<file path="config.mk">
export PLATFORM = sky130hd
export DESIGN_NAME = irq_ctl4
export DESIGN_NICKNAME = d
export VERILOG_FILES = /design/src/rtl/irq_ctl4_pkg.sv /design/src/rtl/irq_pin_edge.sv /design/src/rtl/irq_flag_bank.sv /design/src/rtl/irq_prio_enc.sv /design/src/rtl/irq_ctl4.sv
export SDC_FILE = /design/constraint.sdc
export NUM_CORES = 1
export LEC_CHECK = 0
export BUFFER_PORTS_ARGS = -buffer_cell sky130_fd_sc_hd__buf_2
export CORE_ASPECT_RATIO = 1.1
export CORE_MARGIN = 3
export CORE_UTILIZATION = 54
export CTS_BUF_LIST = sky130_fd_sc_hd__clkbuf_4
export DETAILED_ROUTE_END_ITERATION = 8
export PLACE_DENSITY_LB_ADDON = 0.12
export SLEW_MARGIN = 5
export SYNTH_ARGS = -nofsm -noshare
export SYNTH_HDL_FRONTEND = slang
export SYNTH_HIERARCHICAL = 1
export SYNTH_SLANG_ARGS = --single-unit
</file>
<file path="constraint.sdc">
create_clock -name clk -period 1.4 [get_ports clk]
set_input_delay 0.14 -clock clk [delete_from_list [all_inputs] [get_ports clk]]
set_output_delay 0.14 -clock clk [all_outputs]
set_load 0.05 [all_outputs]
</file>
<file path="src/rtl/irq_ctl4_pkg.sv">
package irq_ctl4_pkg;
  localparam int NSRC  = 4;
  localparam int SRC_W = $clog2(NSRC);
  localparam int SRC_TMR = 0;
  localparam int SRC_EX0 = 1;
  localparam int SRC_SER = 2;
  localparam int SRC_EX2 = 3;

  typedef enum logic [3:0] {
    OP_NOP      = 4'd0,
    OP_REQ_SET  = 4'd1,
    OP_REQ_CLR  = 4'd2,
    OP_EN_SET   = 4'd3,
    OP_EN_CLR   = 4'd4,
    OP_TEST_CLR = 4'd5,
    OP_REQ_WR   = 4'd6,
    OP_EN_WR    = 4'd7,
    OP_MODE_WR  = 4'd8,
    OP_REQ_RD   = 4'd9,
    OP_EN_RD    = 4'd10,
    OP_MODE_RD  = 4'd11
  } bus_op_e;

  typedef enum logic [1:0] {
    EDGE_RISE = 2'd0,
    EDGE_FALL = 2'd1,
    EDGE_BOTH = 2'd2,
    EDGE_OFF  = 2'd3
  } edge_mode_e;

  // Edge qualification of a synchronised level against its previous value.
  function automatic logic edge_hit(input edge_mode_e m, input logic cur, input logic prev);
    case (m)
      EDGE_RISE: return cur & ~prev;
      EDGE_FALL: return ~cur & prev;
      EDGE_BOTH: return cur ^ prev;
      default:   return 1'b0;
    endcase
  endfunction

  // Lowest index among active lines wins.
  function automatic logic [SRC_W-1:0] prio_pick(input logic [NSRC-1:0] v);
    logic [SRC_W-1:0] idx;
    idx = '0;
    for (int i = NSRC - 1; i >= 0; i--) begin
      if (v[i]) idx = SRC_W'(i);
    end
    return idx;
  endfunction
endpackage

</file>
<file path="src/rtl/irq_pin_edge.sv">
module irq_pin_edge
  import irq_ctl4_pkg::*;
#(
  parameter int SYNC_STAGES = 2
) (
  input  logic       clk,
  input  logic       rst,
  input  logic       pin,
  input  edge_mode_e mode,
  output logic       hit
);
  logic [SYNC_STAGES-1:0] chain;
  logic                   prev;
  logic                   lvl;

  always_ff @(posedge clk) begin
    if (rst) begin
      chain <= '0;
      prev  <= 1'b0;
    end else begin
      chain[0] <= pin;
      for (int i = 1; i < SYNC_STAGES; i++) chain[i] <= chain[i-1];
      prev <= chain[SYNC_STAGES-1];
    end
  end

  assign lvl = chain[SYNC_STAGES-1];
  assign hit = edge_hit(mode, lvl, prev);
endmodule

</file>
<file path="src/rtl/irq_flag_bank.sv">
module irq_flag_bank
  import irq_ctl4_pkg::*;
(
  input  logic             clk,
  input  logic             rst,
  input  logic [NSRC-1:0]  hw_set,
  input  bus_op_e          op,
  input  logic [SRC_W-1:0] sel,
  input  logic [NSRC-1:0]  wdata,
  input  logic             ack,
  input  logic [SRC_W-1:0] ack_idx,
  output logic [NSRC-1:0]  req_q,
  output logic [NSRC-1:0]  en_q
);
  logic [NSRC-1:0] req_d;
  logic [NSRC-1:0] en_d;

  always_comb begin
    req_d = req_q;
    en_d  = en_q;
    case (op)
      OP_REQ_SET:  req_d[sel] = 1'b1;
      OP_REQ_CLR:  req_d[sel] = 1'b0;
      OP_TEST_CLR: req_d[sel] = 1'b0;
      OP_EN_SET:   en_d[sel]  = 1'b1;
      OP_EN_CLR:   en_d[sel]  = 1'b0;
      OP_REQ_WR:   req_d      = wdata;
      OP_EN_WR:    en_d       = wdata;
      default:     ;
    endcase
    if (ack) req_d[ack_idx] = 1'b0;
    // hardware events take precedence over every clear path
    req_d = req_d | hw_set;
  end

  always_ff @(posedge clk) begin
    if (rst) begin
      req_q <= '0;
      en_q  <= '0;
    end else begin
      req_q <= req_d;
      en_q  <= en_d;
    end
  end
endmodule

</file>
<file path="src/rtl/irq_prio_enc.sv">
module irq_prio_enc
  import irq_ctl4_pkg::*;
(
  input  logic [NSRC-1:0]  vrq,
  output logic [SRC_W-1:0] vec_idx,
  output logic             irq_any
);
  assign irq_any = |vrq;
  assign vec_idx = prio_pick(vrq);
endmodule

</file>
<file path="src/rtl/irq_ctl4.sv">
module irq_ctl4
  import irq_ctl4_pkg::*;
#(
  parameter int         SYNC_STAGES = 2,
  parameter logic [3:0] WAKE_MASK   = 4'b0111
) (
  input  logic       clk,
  input  logic       rst,
  input  logic       ex0_pin,
  input  logic       ex2_pin,
  input  logic       tmr_tick,
  input  logic       ser_done,
  input  logic [3:0] bus_op,
  input  logic [1:0] bus_sel,
  input  logic [3:0] bus_wdata,
  output logic [3:0] bus_rdata,
  input  logic       irq_ack,
  input  logic [1:0] ack_idx,
  output logic [3:0] vrq,
  output logic       irq_any,
  output logic [1:0] vec_idx,
  output logic       wake
);
  bus_op_e         op;
  edge_mode_e      mode_q;
  logic            ex0_hit;
  logic            ex2_hit;
  logic [NSRC-1:0] hw_set;
  logic [NSRC-1:0] req_q;
  logic [NSRC-1:0] en_q;

  assign op = bus_op_e'(bus_op);

  always_ff @(posedge clk) begin
    if (rst) mode_q <= EDGE_RISE;
    else if (op == OP_MODE_WR) mode_q <= edge_mode_e'(bus_wdata[1:0]);
  end

  irq_pin_edge #(.SYNC_STAGES(SYNC_STAGES)) u_ex0 (
    .clk(clk), .rst(rst), .pin(ex0_pin), .mode(mode_q), .hit(ex0_hit)
  );

  irq_pin_edge #(.SYNC_STAGES(SYNC_STAGES)) u_ex2 (
    .clk(clk), .rst(rst), .pin(ex2_pin), .mode(EDGE_RISE), .hit(ex2_hit)
  );

  always_comb begin
    hw_set          = '0;
    hw_set[SRC_TMR] = tmr_tick;
    hw_set[SRC_EX0] = ex0_hit;
    hw_set[SRC_SER] = ser_done;
    hw_set[SRC_EX2] = ex2_hit;
  end

  irq_flag_bank u_flags (
    .clk(clk), .rst(rst), .hw_set(hw_set), .op(op), .sel(bus_sel),
    .wdata(bus_wdata), .ack(irq_ack), .ack_idx(ack_idx),
    .req_q(req_q), .en_q(en_q)
  );

  assign vrq  = req_q & en_q;
  assign wake = |(vrq & WAKE_MASK);

  irq_prio_enc u_prio (.vrq(vrq), .vec_idx(vec_idx), .irq_any(irq_any));

  always_comb begin
    case (op)
      OP_TEST_CLR: bus_rdata = {{(NSRC-1){1'b0}}, req_q[bus_sel]};
      OP_REQ_RD:   bus_rdata = req_q;
      OP_EN_RD:    bus_rdata = en_q;
      OP_MODE_RD:  bus_rdata = {{(NSRC-2){1'b0}}, mode_q};
      default:     bus_rdata = '0;
    endcase
  end
endmodule

</file>
# Word level (Yosys, flattened, before mapping)
# Index checks and enable logic that the tools add are counted.
[word_totals]
inputBits = 19
word_cells = 62
out_inout_bits = 12
ff_bits = 16
[op_classes]
n_reduce_logical = 7
order_cmp = 4
bitwise_logic = 16
muxes = 15
eq_ne = 13
[ops]
columns = ["operator", "n"]
rows = [
  ["one-hot mux 4 bit (3 select lines)", 2],
  ["AND 4 bit", 4],
  ["equality test 4 x 3 -> 1 bit, second input constant", 4],
  ["equality test 4 bit, second input constant", 4],
  ["one-hot mux 4 bit (4 select lines)", 1],
  ["bitwise OR 4 bit", 3],
  ["equality test 4 x 2 -> 1 bit, second input constant", 2],
  ["two-way mux 2 bit", 4],
  ["inverter 4 bit", 2],
  ["less-than comparator 2 x 3 -> 1 bit, second input constant", 2],
  ["demux 1 bit (select 2 bit)", 2],
  ["equality test 4 x 1 -> 1 bit, second input constant", 1],
  ["greater-or-equal comparator 2 x 1 -> 1 bit, second input constant", 2],
  ["two-way mux 4 bit", 1],
  ["OR reduction 4 bit", 1],
  ["AND 1 bit", 3],
  ["two-way mux 1 bit", 3],
  ["inverter 1 bit", 3],
  ["one-hot mux 1 bit (3 select lines)", 1],
  ["nonzero test 3 bit", 1],
  ["OR reduction 3 bit", 1],
  ["binary-select mux 1 bit (select 2 bit)", 1],
  ["equality test 2 x 1 -> 1 bit, second input constant", 1],
  ["equality test 2 bit, second input constant", 1],
  ["4 further kinds", 5],
]

# Logic depth before layout (Yosys ltp)
# Gate-level depths: netlist (run 1).
[depth]
word_depth = 10
depth_mapped = 6
depth_no_buf = 6

# Hierarchy
# The synthesis (run 1) kept the hierarchy.
[by_module_without_submodules]
columns = ["module", "seq_area_each_um2", "cells_per_inst", "area_each_um2", "instances"]
rows = [
  ["irq_flag_bank", 160.2, 82, 634.4, 1],
  ["irq_pin_edge", 60.1, 13, 131.4, 2],
  ["irq_ctl4", 40.0, 29, 252.7, 1],
  ["irq_prio_enc", 0.0, 7, 35.0, 1],
]

# Least setup slack after synthesis (run 1)
# No wires, ideal clock.
[synth_timing]
kind = "register to output"
from = "register u_flags.req_q[2]"
to = "output vec_idx[1]"
path_stages_with_launch = 4
arrival_time_ps = 2014
required_time_ps = 1260
path_buffers = 0
setup_slack_ps = -754
cell_sequence = "dfxtp_1 -> and2_1 -> nor2_1 -> nor3_1"
[synth_via]
elab_chain_len = 4
[synth_lines]
columns = ["element", "line", "source"]
rows = [
  ["start: declaration", "irq_flag_bank.sv:12", "output logic [NSRC-1:0] req_q,"],
  ["start signal: assignment", "irq_flag_bank.sv:41", "req_q <= req_d;"],
  ["AND 4 bit", "irq_ctl4.sv:61", "assign vrq = req_q & en_q;"],
  ["named net vrq[2]", "irq_ctl4.sv:19", "output logic [3:0] vrq,"],
  ["two-way mux 2 bit (3 in series)", "irq_ctl4_pkg.sv:46", "if (v[i]) idx = SRC_W'(i);"],
  ["end: declaration", "irq_ctl4.sv:21", "output logic [1:0] vec_idx,"],
]
# The timed path passes the listed nets, and every way through them passes these cells.

# Worst setup path after layout (run 1)
[layout_timing]
from = "register u_flags.req_q[3]"
to = "output bus_rdata[0]"
[layout_via]
elab_chain_len = 3
[layout_lines]
columns = ["element", "line", "source"]
rows = [
  ["binary-select mux 1 bit (select 2 bit)", "irq_ctl4.sv:68", "OP_TEST_CLR: bus_rdata = {{(NSRC-1){1'b0}}, req_q[bus_sel]};"],
  ["two-way mux 1 bit (implied by the code)", "irq_ctl4.sv:68", ""],
  ["one-hot mux 4 bit (4 select lines)", "irq_ctl4.sv:67", "case (op)"],
  ["end: declaration", "irq_ctl4.sv:16", "output logic [3:0] bus_rdata,"],
]
# Every way passes these cells. The select of a mux whose other input is x is not followed.

==> results_dict.tcl, run 1 <==
set metrics [dict create \
    status "complete, but fails checks" \
    violated_checks "setup timing" \
    detail_route.iter0.violations 37 \
    clock_period_minus_worst_slack_ns 1.593 \
    die_w_um 50.66 \
    synth.cell_area_um2 1185 \
    cells_along_the_critical_path "mux4_2, nand4b_1, o21ai_1, buf_6" \
    clk_pin_slew_ns 0.10 \
    total_clock_buffers_created_by_cts 3 \
    synth_enable_flop_cells 0 \
    root_buffer "clkbuf_4" \
    grt_first_pass_wirelength_um 5361 \
    placement.io_buffers 30 \
    wl_um 3601 \
    power-per-cell-area_nw_per_um2 673.0 \
    cp_endpoint_kind "primary output" \
    worst_path_dominant_cell_family "multiplexers" \
    static-leakage-power_nw 0.6743 \
    first_global_vias 1218 \
    pin_count_of_the_biggest_net_entering_global_routing 16 \
    cap_violations 0 \
    cts-hold-fix-buffers 0 \
    worst_path_max_delay_cell "mux4_2" \
    peak_fanout_along_the_critical_path 3 \
    synthesis.area_per_instance_um2 8.228 \
    drtPass1Iterations 4 \
    critical_path_launch_point_type "register" \
    rr_startpoint "u_ex2/prev" \
    final_period_utilization 1.138 \
    avgRoutedWirePerCell_um 16.44 \
    drc_errors 0 \
    synth_seq_area_share 0.2703 \
    placement_rows 17 \
    dp_hpwl_um 2376 \
    layout-drive-gt1-share 0.3822 \
    grt_remaining_overflow 0 \
    ioPinCount 31 \
    ant_nets 0 \
    cts_max_level 1 \
    ir_worst_vdd_mv 0.5871 \
    final.hold.worst_slack_ns 0.04078 \
    final-max-slew-violation-count 0 \
    clock_latency_of_the_later_clocked_register_in_the_worst_skew_pair_ns 0.29 \
    place_ws_ns 0.05269 \
    timing.critical_path.required_ns 1.26 \
    vias 1324 \
    n_antenna_cell 0 \
    gp_congestion 0.8938 \
    hold_path.startpoint "ser_done" \
    final_nets 215 \
    finalPower_w 0.001077 \
    clockBufferDepth 2 \
    final_hold_viol_count 0 \
    cp_slowest_stage_delay_ns 0.46 \
    setup_repair_after_global_routing_missed_its_margin "true" \
    postSynth.asyncResetShare 0 \
    tritoncts_clock_tree "yes" \
    fin_worst_skew_ns 0.004461 \
    yosysUniqueCellTypes 41 \
    layout.cells.most_common_list "buf_2 (22), buf_4 (14), nor2_1 (13)" \
    number_of_warnings_issued_by_yosys 6 \
    synth_top_flop_cell "dfxtp_1" \
    syn_inst 144 \
    initial_utilization 0.5803 \
    most_common_library_cell_in_the_layout_ignoring_fill_and_taps "buf_2" \
    placed_cell_area_um2 1438 \
    criticalPathCategory "register to primary output" \
    floorplan.die.height_um 55.13 \
    grt_antenna_before_repair 0 \
    core_area_um2 2042 \
    min_path_type "input pin to register" \
    cts.sinks 16 \
    max_freq_mhz 627.8 \
    fp.dieArea_um2 2793 \
    grt_use_total 0.2583 \
    final-setup-viol-count 6 \
    flow.area_growth_from_synthesis_pct 35.06 \
    post-route-cell-area_um2 1600 \
    crit_path_start "u_flags/req_q[3]" \
    viasPerCell 6.046 \
    synth_seq_cells 16 \
    path_buf_inv 1 \
    data_arrival_at_the_endpoint_of_the_critical_path_ns 1.45 \
    final_critical_path_setup_slack_ns -0.1929 \
]
[per-stage QoR]
stage,utilization,TNS [ns],cells
floorplan,-,0,147
CTS,0.7647,-0.3072,217
finish,0.7837,-0.5418,219
detailed placement,0.7040,0,209
global route,0.7837,-0.9111,219
global placement,0.7040,0,209
[cells by family (layout without fill, tap and decap cells)]
family                   after synthesis  after routing  share of synthesized area
adder cells (fa/ha/maj)                4              4                    0.04224
flip-flops                            16             16                     0.2703
AO/OA/AOI/OAI                         47             47                     0.2798
buffers and inverters                 17             61                    0.06441
other                                  1              4                   0.003165
multiplexers                           7              7                    0.07180
AND/OR/NAND/NOR                       52             52                     0.2682
[worst paths after layout]
| kind | cells after the start | to | slack [ns] |
|---|---|---|---|
| worst min register to register | 1 | u_ex0/chain[1] | 0.45 |
| worst min-delay path | 2 | u_flags/req_q[2] | 0.04 |
| worst max register to register | 6 | u_flags/req_q[3] | 0.13 |
| worst max-delay path | 4 | bus_rdata[0] | -0.19 |
[power breakdown]
part / total (W) / internal [W] / switching [W]
combinational: 0.000320 / 0.000145 / 0.000176
clock: 0.000258 / 0.000104 / 0.000155
sequential: 0.000498 / 0.000479 / 0.0000188
total: 0.00108 / 0.000728 / 0.000349
[layer usage]
layer  global-route usage  vias up  part of all wire
li1                     -      622                 -
met1               0.2959      624              0.40
met2               0.4413       61              0.51
met3              0.05630       17             0.063
met4               0.1704        0             0.032
met5                    0        -                 0
[final cells by class]
type / count / area [µm²]
clock inverter: 1 / 3.754
fill: 140 / 441.7
multi-input combinational: 114 / 860.8
timing repair buffer: 44 / 301.5
sequential: 16 / 327.8
inverter: 13 / 48.80
tap: 28 / 35.03
clock buffer: 3 / 22.52
[state kept, by name, indices dropped and copies added (netlist names)]
signal         count
u_flags/req_q      4
mode_q             2
u_ex2/prev         1
u_flags/en_q       4
u_ex2/chain        2
u_ex0/prev         1
u_ex0/chain        2
[synth_stat cells (2+ instances only)]
cell type | n | area (µm²)
o2bb2ai_1 | 4 | 35.03
o21ai_1 | 6 | 30.03
nor3_1 | 3 | 15.01
mux2i_1 | 4 | 40.04
o21ai_0 | 2 | 10.01
o22ai_1 | 5 | 31.28
inv_1 | 13 | 48.80
nand2_1 | 7 | 26.28
a21oi_1 | 6 | 30.03
nor2b_1 | 6 | 37.54
nand2b_1 | 6 | 37.54
a221oi_1 | 3 | 26.28
a31oi_1 | 3 | 18.77
dfxtp_1 | 16 | 320.3
nor2_1 | 14 | 52.55
o211ai_1 | 4 | 30.03
ha_1 | 4 | 50.05
a22oi_1 | 8 | 60.06
and2_1 | 5 | 31.28
nor3b_1 | 3 | 22.52
mux2_1 | 2 | 22.52
[what timing repair did]
action,4_1_cts,5_1_grt
gates resized for setup,24,9
setup buffers,4,2
setup endpoints to repair,6,10
pin swaps,0,2
No activity file was read; power rests on OpenSTA's default activity.
==> inputs of run 2 (changes only) <==
- ABC_AREA: not set -> 1
- CORE_UTILIZATION: 54 -> 55
==> results_dict.tcl, run 2 <==
set metrics [dict create \
    grt_use_total 0.2142 \
    number_of_warnings_issued_by_yosys 6 \
    synth.cell_area_um2 1297 \
    data_arrival_at_the_endpoint_of_the_critical_path_ns 1.21 \
    die_w_um 52.31 \
    pin_count_of_the_biggest_net_entering_global_routing 13 \
    viasPerCell 4.881 \
    cells_along_the_critical_path "nand2_2, inv_1, inv_2, nand2_2, a21oi_4, buf_6" \
    finish.cell_count_without_fillers 295 \
    final_nets 291 \
    static-leakage-power_nw 0.9118 \
    initial_utilization 0.6100 \
    n_antenna_cell 0 \
    synth_most_common_cell "nand2_1" \
    synth_area_leaders "dfxtp_1 (25%), nand2_1 (18%), inv_1 (14%), nor2_1 (5.5%), nand3_1 (5.0%)" \
    synth_top_flop_cell "dfxtp_1" \
    ant_nets 0 \
    worstHoldPathCells 3 \
    critical_path_launch_point_type "register" \
    layout.cells.most_common_list "nand2_1 (58), inv_1 (45), buf_2 (25)" \
    status "finished clean" \
    grt_first_pass_wirelength_um 5092 \
    worstRegToRegCells 7 \
    synth_seq_cells 16 \
    final_hold_viol_count 0 \
    vias 1440 \
    synth_enable_flop_cells 0 \
    yosysTopAreaCellShare 0.2469 \
    timing.critical_path.required_ns 1.26 \
    synth_top_area_cell "dfxtp_1" \
    final-max-slew-violation-count 0 \
    rr_startpoint "u_ex0/chain[1]" \
    reg2reg_setup_slack_ns 0.28 \
    tritoncts_clock_tree "yes" \
    top_cell_by_count_worst_path "nand2_2" \
    registers_with_the_highest_flip_flop_counts "u_flags/en_q: 4 flops, u_flags/req_q: 4 flops" \
    place_inst 290 \
    crit_path_start "u_flags/req_q[1]" \
    power-per-cell-area_nw_per_um2 667.1 \
    clk_pin_slew_ns 0.10 \
    drc_errors 0 \
    total_clock_buffers_created_by_cts 3 \
    criticalPathCategory "register to primary output" \
    placement.io_buffers 30 \
    cp_slowest_stage_delay_ns 0.36 \
    root_buffer "clkbuf_4" \
    grt_antenna_before_repair 0 \
    yosysUniqueCellTypes 22 \
    setup-tns-final_ns 0 \
    core_area_um2 2127 \
    cp_endpoint_kind "primary output" \
    final-setup-viol-count 0 \
    fin_worst_skew_ns 0.0004673 \
    first_global_vias 1305 \
    clock_period_minus_worst_slack_ns 1.354 \
    cts-hold-fix-buffers 0 \
    avgRoutedWirePerCell_um 10.26 \
    fp.dieArea_um2 2979 \
    flow.area_growth_from_synthesis_pct 24.59 \
    grt_remaining_overflow 0 \
    cts.sinks 16 \
    layout-drive-gt1-share 0.2921 \
    setup_repair_after_global_routing_missed_its_margin "true" \
    ir_worst_vdd_mv 0.5521 \
    synth_commonest_cells "nand2_1 (63), inv_1 (49), nor2_1 (19)" \
    ioPinCount 31 \
    crit-reg2reg-capture "u_flags/req_q[1]" \
    clockBufferDepth 2 \
    dp_hpwl_um 2459 \
    postSynth.asyncResetShare 0 \
    most_common_library_cell_in_the_layout_ignoring_fill_and_taps "nand2_1" \
    cts_max_level 1 \
    peak_fanout_along_the_critical_path 3 \
    wl_um 3027 \
    cap_violations 0 \
    placement_rows 17 \
    worst_path_max_delay_cell "dfxtp_2" \
    synthesis.area_per_instance_um2 5.741 \
    drtPass1Iterations 4 \
    final_period_utilization 0.9668 \
    floorplan.die.height_um 56.94 \
    gp_congestion 0.9425 \
    detail_route.iter0.violations 37 \
    finalPower_w 0.001078 \
    min_path_type "input pin to register" \
    endpoint_of_the_most_critical_setup_path "vec_idx[1]" \
    synth_seq_area_share 0.2469 \
    max_freq_mhz 738.8 \
    clock_latency_of_the_later_clocked_register_in_the_worst_skew_pair_ns 0.28 \
    syn_inst 226 \
]
==> run 2: changes by cell type after synthesis, sizes merged, moves of 5 or more <==
cell,previous run,this run
a22oi,8,2
and2,5,0
inv,13,58
nand2,7,68
nand2b,7,0
nand3,0,16
nor2,14,25
nor2b,6,0
o21ai,8,14
o22ai,5,0
==> run 2: power breakdown <==
group / leakage (nW) / internal [W] / switching, W
clock: 0.0154 / 0.000103 / 0.000147
sequential: 0.135 / 0.000484 / 0.0000242
combinational: 0.762 / 0.000112 / 0.000208
total: 0.912 / 0.000699 / 0.000379
==> run 2: layout make-up <==
class / instances / area [µm²]
fill: 198 / 510.5
tap: 28 / 35.03
timing repair buffer: 32 / 192.7
inverter: 58 / 224.0
clock buffer: 3 / 22.52
multi-input combinational: 157 / 805.8
sequential: 16 / 332.8
clock inverter: 1 / 3.754
==> run 2: routing by layer <==
metal / part of all wire / global-route usage
met1: 0.47 / 0.2742
met2: 0.48 / 0.3812
met3: 0.044 / 0.01567
met4: 0.0033 / 0.05474
met5: 0 / 0
==> run 2: cells by family after synthesis <==
logic type	count (synthesis)	share of synthesized area
and+or+nand+nor	118	0.4185
other	1	0.002890
adders and majority gates	4	0.03857
buffers and inverters	58	0.1678
AOI/OAI and AO/OA	29	0.1254
DFF	16	0.2469
==> run 2: what timing repair did <==
action,4_1_cts,5_1_grt
setup endpoints to repair,4,5
cloned,0,0
resized for setup,9,16
setup buffers,0,1
pin swaps,0,2
==> run 2: worst max-delay path: cells and delay by family (launching register included) <==
| kind | cells | cell delay [ns] |
|---|---|---|
| compound gates | 1 | 0.11 |
| buf+inv | 3 | 0.31 |
| flops | 1 | 0.36 |
| simple gates | 2 | 0.16 |
==> run 2: worst min path at each step <==
stage                       end  slack (ns)  startpoint
2_1_floorplan  u_flags/req_q[0]        0.21         rst
3_3_place_gp     u_ex0/chain[0]        0.34     ex0_pin
3_5_place_dp     u_ex0/chain[0]        0.35     ex0_pin
4_1_cts          u_ex0/chain[0]        0.04     ex0_pin
5_1_grt          u_ex0/chain[0]        0.05     ex0_pin
6_report         u_ex2/chain[0]        0.05     ex2_pin
==> run 2: metrics by stage <==
stage,setup WS (ns),hold slack (ns),util,area [µm²]
6_report,0.04648,0.05478,0.7600,1617
5_1_grt,-0.01125,0.05387,0.7600,1617
4_1_cts,0.002738,0.04265,0.7418,1578
3_5_place_dp,0.1735,0.3506,0.7194,1530
3_3_place_gp,0.1820,0.3407,0.7194,1530
2_1_floorplan,-0.04318,0.2091,-,1338
==> inputs of run 3 (changes only) <==
- ABC_AREA: 1 -> not set
- CAP_MARGIN: not set -> 30
- CORE_UTILIZATION: 55 -> 58
- clock period: 1.4 -> 1.8 ns (I/O delays scaled with it)
==> results_dict.tcl, run 3 (same netlist as run 1, synthesis figures left out) <==
set metrics [dict create \
    finalPower_w 0.0007878 \
    layout-drive-gt1-share 0.2373 \
    grt_use_total 0.2421 \
    fin_worst_skew_ns 0.004602 \
    reg2reg_setup_slack_ns 0.61 \
    vias 1202 \
    dr_wl_met3_um 226 \
    cts.sinks 16 \
    max_freq_mhz 587.2 \
    gp_congestion 0.9030 \
    static-leakage-power_nw 0.5880 \
    root_buffer "clkbuf_4" \
    met1_length_um 1223 \
    sequential_cell_area_um2 320.3 \
    cts-hold-fix-buffers 0 \
    final-max-slew-violation-count 0 \
    detail_route.iter0.violations 38 \
    finish.cell_count_without_fillers 204 \
    crit_path_start "u_flags/req_q[3]" \
    clock_period_minus_worst_slack_ns 1.703 \
    cap_violations 0 \
    ant_nets 0 \
    grt_antenna_before_repair 0 \
    hold_path.startpoint "ser_done" \
    status "finished clean" \
    peak_fanout_along_the_critical_path 5 \
    tritoncts_clock_tree "yes" \
    grt_remaining_overflow 0 \
    most_common_library_cell_in_the_layout_ignoring_fill_and_taps "buf_2" \
    final_hold_viol_count 0 \
    multi_input_area_um2 804.5 \
    viasPerCell 5.892 \
    place_ws_ns 0.3339 \
    registers_with_the_highest_flip_flop_counts "u_flags/en_q: 4 flops, u_flags/req_q: 4 flops" \
    min_path_type "input pin to register" \
    wl_um 2892 \
    flow.area_growth_from_synthesis_pct 16.79 \
    place_inst 200 \
    highest_layer "met4" \
    final_period_utilization 0.9462 \
    cts_repair_resize_count 0 \
    placement.io_buffers 30 \
    fp.dieArea_um2 2622 \
    criticalPathCategory "register to primary output" \
    cts_setup_buffers 0 \
    core_area_um2 1862 \
    grt_first_pass_wirelength_um 4974 \
    critical_path_launch_point_type "register" \
    ioPinCount 31 \
    initial_utilization 0.6364 \
    clockBufferDepth 2 \
    timing.critical_path.required_ns 1.62 \
    rr_startpoint "u_ex2/prev" \
    clk_pin_slew_ns 0.10 \
    ir_worst_vdd_mv 0.4494 \
    final-setup-viol-count 0 \
    layout.cells.most_common_list "buf_2 (30), dfxtp_1 (16), nor2_1 (14)" \
    power-per-cell-area_nw_per_um2 569.3 \
    data_arrival_at_the_endpoint_of_the_critical_path_ns 1.52 \
    cp_endpoint_kind "primary output" \
    total_clock_buffers_created_by_cts 3 \
    drtPass1Iterations 5 \
    floorplan.die.height_um 53.41 \
    dp_hpwl_um 2232 \
    setup_repair_after_global_routing_missed_its_margin "false" \
    pin_count_of_the_biggest_net_entering_global_routing 18 \
    final_critical_path_setup_slack_ns 0.09692 \
    placement_rows 16 \
    first_global_vias 1114 \
    fillers 154 \
    met2_length_um 1384 \
    final_nets 201 \
    clock_latency_of_the_later_clocked_register_in_the_worst_skew_pair_ns 0.30 \
    cts_max_level 1 \
    n_antenna_cell 0 \
    setup-tns-final_ns 0 \
    drc_errors 0 \
    avgRoutedWirePerCell_um 14.18 \
    die_w_um 49.10 \
]
## run 3: final timing paths
path,end,depth (start not counted)
setup / recovery,bus_rdata[0],4
hold / removal,u_flags/req_q[2],2
setup reg to reg,u_flags/req_q[3],6
hold reg to reg,u_ex0/chain[1],1
## run 3: layout make-up
type,instances,share of cell area
Sequential cell,16,0.2315
Timing Repair Buffer,30,0.1085
Inverter,13,0.03526
Tap cell,27,0.02441
Multi-Input combinational cell,114,0.5814
Clock inverter,1,0.002712
Clock buffer,3,0.01627
## run 3: report_power, final
part | switching (W) | internal (W) | total [W]
clock network | 0.000123 | 0.0000809 | 0.000204
logic | 0.000117 | 0.0000804 | 0.000198
registers | 0.0000155 | 0.000371 | 0.000386
## run 3: stage by stage
| step | utilization | instance area (µm²) | hold WS (ns) |
|---|---|---|---|
| after floorplan | - | 1201 | 0.2467 |
| after global placement | 0.7292 | 1358 | 0.3849 |
| after detailed placement | 0.7292 | 1358 | 0.3862 |
| after CTS | 0.7433 | 1384 | 0.07303 |
| final | 0.7433 | 1384 | 0.07385 |
| after global routing | 0.7433 | 1384 | 0.07126 |
## run 3: routing by layer
metal / global-route usage / vias to the layer above
met4: 0.09005 / 0
met2: 0.4241 / 67
li1: - / 589
met5: 0 / -
met1: 0.2922 / 535
met3: 0.04789 / 11
## run 3: worst max-delay path, cell delays in order (launching register included)
cell and delay, ns:
dfxtp_1 0.37, mux4_2 0.48, nand4b_1 0.11, o21ai_1 0.06
buf_2 0.21
